## src/rtl/sreg_pkg.sv

```systemverilog
// Shared definitions for the serial register slave.
// Assumes: the instruction byte is eight bits wide whatever the data width.
package sreg_pkg;

    localparam int INSTR_BITS = 8;

    // Output edge choice as coded on phase_sel.
    typedef enum logic [1:0] {
        PH_RISE_00 = 2'b00,
        PH_FALL    = 2'b01,
        PH_RISE    = 2'b10,
        PH_RISE_11 = 2'b11
    } sdo_phase_e;

    // True when the output must change on falling serial clock edges.
    function automatic logic phase_on_fall(input logic [1:0] ph);
        return sdo_phase_e'(ph) == PH_FALL;
    endfunction

endpackage

```

## src/rtl/sreg_sync_edge.sv

```systemverilog
// Brings sclk, cs_n and sdi into the clk domain and flags serial clock edges.
// Assumes: STAGES >= 2 and sclk half-period well above STAGES+2 clk cycles.
module sreg_sync_edge #(
    parameter int STAGES = 2
) (
    input  logic clk,
    input  logic rst_n,
    input  logic sclk,
    input  logic cs_n,
    input  logic sdi,
    output logic sclk_rise,
    output logic sclk_fall,
    output logic cs_act,
    output logic sdi_s
);

    logic [STAGES-1:0] sclk_p;
    logic [STAGES-1:0] cs_p;
    logic [STAGES-1:0] sdi_p;
    logic              sclk_d;
    logic              sclk_s;

    // Synchronizer chains; cs idles high.
    always_ff @(posedge clk) begin
        if (!rst_n) begin
            sclk_p <= '0;
            cs_p   <= '1;
            sdi_p  <= '0;
        end else begin
            sclk_p <= {sclk_p[STAGES-2:0], sclk};
            cs_p   <= {cs_p[STAGES-2:0], cs_n};
            sdi_p  <= {sdi_p[STAGES-2:0], sdi};
        end
    end

    // Previous synchronized sclk for edge detection.
    always_ff @(posedge clk) begin
        if (!rst_n) sclk_d <= 1'b0;
        else        sclk_d <= sclk_s;
    end

    assign sclk_s    = sclk_p[STAGES-1];
    assign sclk_rise = sclk_s & ~sclk_d;
    assign sclk_fall = ~sclk_s & sclk_d;
    assign cs_act    = ~cs_p[STAGES-1];
    assign sdi_s     = sdi_p[STAGES-1];

endmodule

```

## src/rtl/sreg_frame_rx.sv

```systemverilog
// Counts frame bits, decodes the instruction byte and issues bus strobes.
// Assumes: inputs already synchronized; one sample per sclk_rise.
module sreg_frame_rx
    import sreg_pkg::*;
#(
    parameter int ADDR_W = 4,
    parameter int DATA_W = 16
) (
    input  logic                           clk,
    input  logic                           rst_n,
    input  logic                           cs_act,
    input  logic                           sclk_rise,
    input  logic                           sdi_s,
    output logic [$clog2(INSTR_BITS+DATA_W+1)-1:0] bit_cnt,
    output logic                           rd_active,
    output logic [ADDR_W-1:0]              reg_addr,
    output logic [DATA_W-1:0]              reg_wdata,
    output logic                           reg_we,
    output logic                           reg_re
);

    localparam int FRAME_W  = INSTR_BITS + DATA_W;
    localparam int CNT_W    = $clog2(FRAME_W + 1);
    localparam int ADDR_TOP = INSTR_BITS - 3;

    logic [DATA_W-2:0] sh;
    logic [DATA_W-1:0] nxt;
    logic              take;
    logic              instr_done;
    logic              frame_done;

    assign take       = cs_act & sclk_rise & (bit_cnt < CNT_W'(FRAME_W));
    assign nxt        = {sh, sdi_s};
    assign instr_done = take & (bit_cnt == CNT_W'(INSTR_BITS - 1));
    assign frame_done = take & (bit_cnt == CNT_W'(FRAME_W - 1));

    // Bit counter: cleared while idle, saturates at a full frame.
    always_ff @(posedge clk) begin
        if (!rst_n)       bit_cnt <= '0;
        else if (!cs_act) bit_cnt <= '0;
        else if (take)    bit_cnt <= bit_cnt + 1'b1;
    end

    // Input shift register.
    always_ff @(posedge clk) begin
        if (!rst_n)    sh <= '0;
        else if (take) sh <= nxt[DATA_W-2:0];
    end

    // Instruction decode; streaming flag and reserved bits are not used.
    always_ff @(posedge clk) begin
        if (!rst_n) begin
            rd_active <= 1'b0;
            reg_addr  <= '0;
        end else if (!cs_act) begin
            rd_active <= 1'b0;
        end else if (instr_done) begin
            rd_active <= nxt[INSTR_BITS-1];
            reg_addr  <= nxt[ADDR_TOP -: ADDR_W];
        end
    end

    // Read request right after the instruction byte.
    always_ff @(posedge clk) begin
        if (!rst_n) reg_re <= 1'b0;
        else        reg_re <= instr_done & nxt[INSTR_BITS-1];
    end

    // Write strobe and data after the last frame bit.
    always_ff @(posedge clk) begin
        if (!rst_n) begin
            reg_we    <= 1'b0;
            reg_wdata <= '0;
        end else begin
            reg_we <= frame_done & ~rd_active;
            if (frame_done & ~rd_active) reg_wdata <= nxt;
        end
    end

endmodule

```

## src/rtl/sreg_sdo_tx.sv

```systemverilog
// Loads read data one cycle after the request and shifts it out MSB first
// on the serial clock edge chosen by phase_sel (latched at load).
// Assumes: read data valid on the clk cycle after rd_req.
module sreg_sdo_tx
    import sreg_pkg::*;
#(
    parameter int DATA_W = 16
) (
    input  logic              clk,
    input  logic              rst_n,
    input  logic              cs_act,
    input  logic              rd_active,
    input  logic              sclk_rise,
    input  logic              sclk_fall,
    input  logic              rd_req,
    input  logic [DATA_W-1:0] rdata,
    input  logic [1:0]        phase_sel,
    output logic              sdo_q
);

    localparam int LEFT_W = $clog2(DATA_W + 1);

    logic              load;
    logic [DATA_W-1:0] sh;
    logic [LEFT_W-1:0] left;
    logic              on_fall;
    logic              out_edge;

    assign out_edge = on_fall ? sclk_fall : sclk_rise;

    // Delay the request by one cycle to meet the bus read latency.
    always_ff @(posedge clk) begin
        if (!rst_n) load <= 1'b0;
        else        load <= rd_req;
    end

    // Output shifter.
    always_ff @(posedge clk) begin
        if (!rst_n) begin
            sh      <= '0;
            left    <= '0;
            on_fall <= 1'b0;
            sdo_q   <= 1'b0;
        end else if (!cs_act || !rd_active) begin
            left  <= '0;
            sdo_q <= 1'b0;
        end else if (load) begin
            sh      <= rdata;
            left    <= LEFT_W'(DATA_W);
            on_fall <= phase_on_fall(phase_sel);
        end else if ((left != '0) && out_edge) begin
            sdo_q <= sh[DATA_W-1];
            sh    <= {sh[DATA_W-2:0], 1'b0};
            left  <= left - 1'b1;
        end
    end

endmodule

```

## src/rtl/sreg_spi_slave.sv

```systemverilog
// Top of the serial register slave: synchronizer, frame receiver and
// read-data transmitter. Assumes sclk half-period >= 6 clk cycles and
// cs_n high for >= 4 clk cycles between frames.
module sreg_spi_slave
    import sreg_pkg::*;
#(
    parameter int ADDR_W      = 4,
    parameter int DATA_W      = 16,
    parameter int SYNC_STAGES = 2
) (
    input  logic              clk,
    input  logic              rst_n,
    input  logic              sclk,
    input  logic              cs_n,
    input  logic              sdi,
    output logic              sdo,
    input  logic [1:0]        phase_sel,
    output logic [ADDR_W-1:0] reg_addr,
    output logic [DATA_W-1:0] reg_wdata,
    output logic              reg_we,
    output logic              reg_re,
    input  logic [DATA_W-1:0] reg_rdata
);

    localparam int FRAME_W = INSTR_BITS + DATA_W;
    localparam int CNT_W   = $clog2(FRAME_W + 1);

    logic             sclk_rise;
    logic             sclk_fall;
    logic             cs_act;
    logic             sdi_s;
    logic [CNT_W-1:0] bit_cnt;
    logic             rd_active;
    logic             sdo_q;

    sreg_sync_edge #(.STAGES(SYNC_STAGES)) u_sync (
        .clk       (clk),
        .rst_n     (rst_n),
        .sclk      (sclk),
        .cs_n      (cs_n),
        .sdi       (sdi),
        .sclk_rise (sclk_rise),
        .sclk_fall (sclk_fall),
        .cs_act    (cs_act),
        .sdi_s     (sdi_s)
    );

    sreg_frame_rx #(.ADDR_W(ADDR_W), .DATA_W(DATA_W)) u_rx (
        .clk       (clk),
        .rst_n     (rst_n),
        .cs_act    (cs_act),
        .sclk_rise (sclk_rise),
        .sdi_s     (sdi_s),
        .bit_cnt   (bit_cnt),
        .rd_active (rd_active),
        .reg_addr  (reg_addr),
        .reg_wdata (reg_wdata),
        .reg_we    (reg_we),
        .reg_re    (reg_re)
    );

    sreg_sdo_tx #(.DATA_W(DATA_W)) u_tx (
        .clk       (clk),
        .rst_n     (rst_n),
        .cs_act    (cs_act),
        .rd_active (rd_active),
        .sclk_rise (sclk_rise),
        .sclk_fall (sclk_fall),
        .rd_req    (reg_re),
        .rdata     (reg_rdata),
        .phase_sel (phase_sel),
        .sdo_q     (sdo_q)
    );

    // Output forced low at once whenever the frame select is released.
    assign sdo = sdo_q & ~cs_n;

endmodule

```

## config.mk

```make
export PLATFORM = sky130hd
export DESIGN_NAME = sreg_spi_slave
export DESIGN_NICKNAME = d
export VERILOG_FILES = /design/src/rtl/sreg_pkg.sv /design/src/rtl/sreg_sync_edge.sv /design/src/rtl/sreg_frame_rx.sv /design/src/rtl/sreg_sdo_tx.sv /design/src/rtl/sreg_spi_slave.sv
export SDC_FILE = /design/constraint.sdc
export NUM_CORES = 1
export LEC_CHECK = 0
export BUFFER_PORTS_ARGS = -buffer_cell sky130_fd_sc_hd__buf_2
export CAP_MARGIN = 15
export CORE_ASPECT_RATIO = 1.75
export CORE_UTILIZATION = 30
export DETAILED_ROUTE_END_ITERATION = 10
export GPL_TIMING_DRIVEN = 0
export PLACE_DENSITY = 0.54
export SLEW_MARGIN = 20
export SYNTH_ARGS = -nofsm -noshare
export SYNTH_HDL_FRONTEND = slang
export SYNTH_HIERARCHICAL = 1
export SYNTH_SLANG_ARGS = --single-unit
```

## constraint.sdc

```tcl
create_clock -name clk -period 3.3 [get_ports clk]
set_input_delay 0.99 -clock clk [delete_from_list [all_inputs] [get_ports clk]]
set_output_delay 0.99 -clock clk [all_outputs]
set_load 0.03 [all_outputs]
```

==> qor.json <==
{
  "outcome": "finished clean",
  "critical_path.startpoint_type": "input pin",
  "commonest_cells_after_routing_fill_and_taps_aside": "74 x dfxtp_1, 57 x nand2_1, 48 x buf_2",
  "worst-r2r-setup-slack_ns": 1.34,
  "detailed_place.area_sq_um": 4020,
  "grt_antenna_before_repair": 0,
  "avgViaCountPerCell": 5.18,
  "wirelength_um": 8790,
  "tightest_slew_ns": 0.742,
  "final_layout_size_suffix_gt1_share_pct": 24.5,
  "synthesis.nets": 408,
  "cts_hold_buffers": 0,
  "clk_lat_worst_skew_ns": 0.34,
  "floorplan.die_area_sq_um": 12500,
  "critical_path_required_ns": 2.31,
  "ctsResizeCount": 0,
  "hold_viol": 0,
  "wire_per_inst_um": 15.2,
  "fin_area_sq_um": 4300,
  "placement_rows": 52,
  "grtUsageTotal_pct": 14.8,
  "antennaDiodeCount": 0,
  "cts-root-buf": "clkbuf_16",
  "floorplan.io_pins": 46,
  "critical_path.reg2reg.startpoint": "u_sync/sclk_p[1]$_SDFF_PN0_",
  "core_area_sq_um": 11600,
  "detail_route.iter0.violations": 89,
  "gp_routability_congestion": 0.790,
  "timing.final.setup_violations": 0,
  "timing.final.max_slew_violations": 0,
  "clkPwrFrac_pct": 48.8,
  "start_util_pct": 31.1,
  "synthDistinctLibCells": 51,
  "end_kind": "primary output",
  "slew_headroom_pct": 50.5,
  "power.combinational.fraction_pct": 3.4,
  "crit_end": "sdo",
  "syn_area_per_cell_sq_um": 9.45,
  "mappedNetlistArea_sq_um": 3620,
  "fin_tns_setup_ns": 0,
  "clock_tree.buffer_depth": 2,
  "areaGrowthSynthToFinish_pct": 18.6,
  "grt_pass1_wl_um": 14800,
  "detail_route.drc_violations": 0,
  "vdd_drop_max_v": 0.000295,
  "achievable_clock_frequency_ghz": 0.422,
  "postCtsSetupBuffers": 0,
  "net-switching-power_mw": 0.431,
  "synthesis.instances": 383,
  "floorplan.die.height_um": 147,
  "setup.worst_path.class": "input pin to primary output",
  "switching_part_of_the_total_power_pct": 22.9,
  "hpwlAfterDp_um": 6370,
  "most_common_library_cell_in_the_layout_ignoring_fill_and_taps": "dfxtp_1",
  "synth.ff_latch_count": 74,
  "yosys_warnings": 6,
  "post-route-min-period_ns": 2.37,
  "clock_tree.htree_level_count": 3,
  "grt_setup_unrepaired": "no",
  "ys_seq_area_share_pct": 40.9,
  "regToRegEndpoint": "u_rx/sh[6]$_SDFFE_PN0P_",
  "final.period_utilization_pct": 71.9,
  "fp.dieW_um": 85.1,
  "powerDensity_nw_per_um2": 438,
  "final_antenna_net_count": 0,
  "max_cap_viol_count": 0,
  "detailroute.via_count": 3002,
  "clock_buffers_created_by_tritoncts": 9,
  "tritoncts": "yes",
  "p_int_mw": 1.45,
  "timing.hold.worst.start": "u_sync/cs_p[0]$_SDFF_PN1_",
  "power.leakage_nw": 1.71,
  "fin_skew_ns": 0.00662,
  "pin_count_of_the_biggest_net_entering_global_routing": 14,
  "clk_pin_slew_ns": 0.05,
  "final_net_count": 464,
  "worst_r2r_path_depth": 6,
  "clock_sink_count": 74,
  "remaining_global_route_overflow": 0,
  "buffer_ports.inserted": 45,
  "number_of_global_route_vias_before_repair": 3015,
  "seq_power_share_pct": 47.8,
  "hold_crit_class": "flip-flop to flip-flop",
  "cp_startpoint": "cs_n",
  "worstPathMaxFanout": 2,
  "cp.arrival_ns": 1.38,
  "fin_worst_hold_slack_ns": 0.409,
  "first_pass_drt_iterations": 4
}
[through the flow]
step           util [%]  setup WS [ns]  power [mW]  cells
6_report           36.9          0.928        1.88    579
5_1_grt            36.9          0.908        1.95    579
4_1_cts            36.9          0.922        1.91    579
3_5_place_dp       34.5          0.906       0.984    563
3_3_place_gp       34.5          0.908       0.983    563
2_1_floorplan         -           1.13       0.953    383
[cell families after synthesis]
group | count (synthesis) | share of synthesized area [%]
compound gates | 96 | 19.5
fa+ha+maj | 2 | 0.691
buf+inv | 42 | 7.74
flops | 74 | 40.9
mux | 38 | 11.1
simple gates | 131 | 20.0
[per-layer routing]
layer / up-vias / track usage [%] / wire length (um)
li1: 1505 / - / -
met1: 1418 / 16.2 / 3710
met2: 68 / 27.3 / 4610
met3: 11 / 2.81 / 308
met4: 0 / 6.36 / 164
met5: - / 0 / 0
[Yosys cell counts (all sizes together)]
| cell type | instances | area, sq um |
|---|---|---|
| a211oi | 1 | 12.5 |
| a21boi | 15 | 113 |
| a21oi | 21 | 105 |
| a31oi | 1 | 6.26 |
| a41oi | 1 | 8.76 |
| and2 | 10 | 63.8 |
| and3 | 2 | 12.5 |
| and4 | 14 | 123 |
| buf | 15 | 145 |
| clkbuf | 17 | 66.3 |
| clkinv | 1 | 3.75 |
| dfxtp | 74 | 1480 |
| dlygate4sd1 | 1 | 8.76 |
| dlymetal6s2s | 3 | 37.5 |
| ha | 2 | 25.0 |
| inv | 5 | 18.8 |
| mux2 | 15 | 169 |
| mux2i | 23 | 234 |
| nand2 | 57 | 214 |
| nand2b | 2 | 12.5 |
| nand3 | 21 | 105 |
| nand4 | 1 | 6.26 |
| nand4b | 1 | 8.76 |
| nor2 | 2 | 7.51 |
| nor2b | 5 | 38.8 |
| nor3 | 1 | 5.00 |
| nor3b | 3 | 22.5 |
| nor4b | 1 | 23.8 |
| o211ai | 15 | 113 |
| o21a | 1 | 7.51 |
| o21ai | 21 | 105 |
| o221ai | 15 | 194 |
| o311ai | 1 | 8.76 |
| o31ai | 3 | 22.5 |
| o41a | 1 | 11.3 |
| or2 | 1 | 6.26 |
| or3 | 5 | 32.5 |
| or3b | 2 | 17.5 |
| or4 | 2 | 15.0 |
| or4b | 1 | 10.0 |
[power groups by stage]
stage,clock network (mW),logic [mW],registers (mW)
after floorplan,0,0.0335,0.919
after CTS,0.947,0.0644,0.900
after detailed placement,0,0.0641,0.920
after global placement,0,0.0635,0.920
final,0.918,0.0633,0.900
after global routing,0.984,0.0706,0.900
[final cells by class]
type / instances / area, sq um
flip-flops and latches: 74 / 1480
well taps: 135 / 169
fillers: 1190 / 7350
multi-input cells: 267 / 1860
clock buffers: 10 / 239
plain buffers: 36 / 258
clock inverters: 6 / 41.3
inverters: 6 / 22.5
repair buffers: 45 / 225
[how the worst min path moves through the flow]
stage | endpoint | slack (ns) | cells after the start
3_3_place_gp | u_sync/cs_p[1]$_SDFF_PN1_ | 0.40 | 1
4_1_cts | u_sync/cs_p[1]$_SDFF_PN1_ | 0.41 | 1
3_5_place_dp | u_sync/cs_p[1]$_SDFF_PN1_ | 0.40 | 1
5_1_grt | u_sync/cs_p[1]$_SDFF_PN1_ | 0.43 | 1
6_report | u_sync/cs_p[1]$_SDFF_PN1_ | 0.41 | 1
2_1_floorplan | u_sync/cs_p[1]$_SDFF_PN1_ | 0.39 | 1
[critical path, cell delays in order]
cell and delay [ns]:
buf_2 0.12, nor2b_4 0.09, buf_2 0.19
[sequential cells by signal, summed over array words and instances (netlist names), 2 cells and up]
name            count
u_sync/sdi_p        2
u_rx/sh            15
u_rx/reg_addr       4
u_sync/sclk_p       2
u_rx/bit_cnt        5
u_sync/cs_p         2
u_tx/sh            16
u_tx/left           5
u_rx/reg_wdata     16
Note: power is estimated with default switching activity, not from simulation.
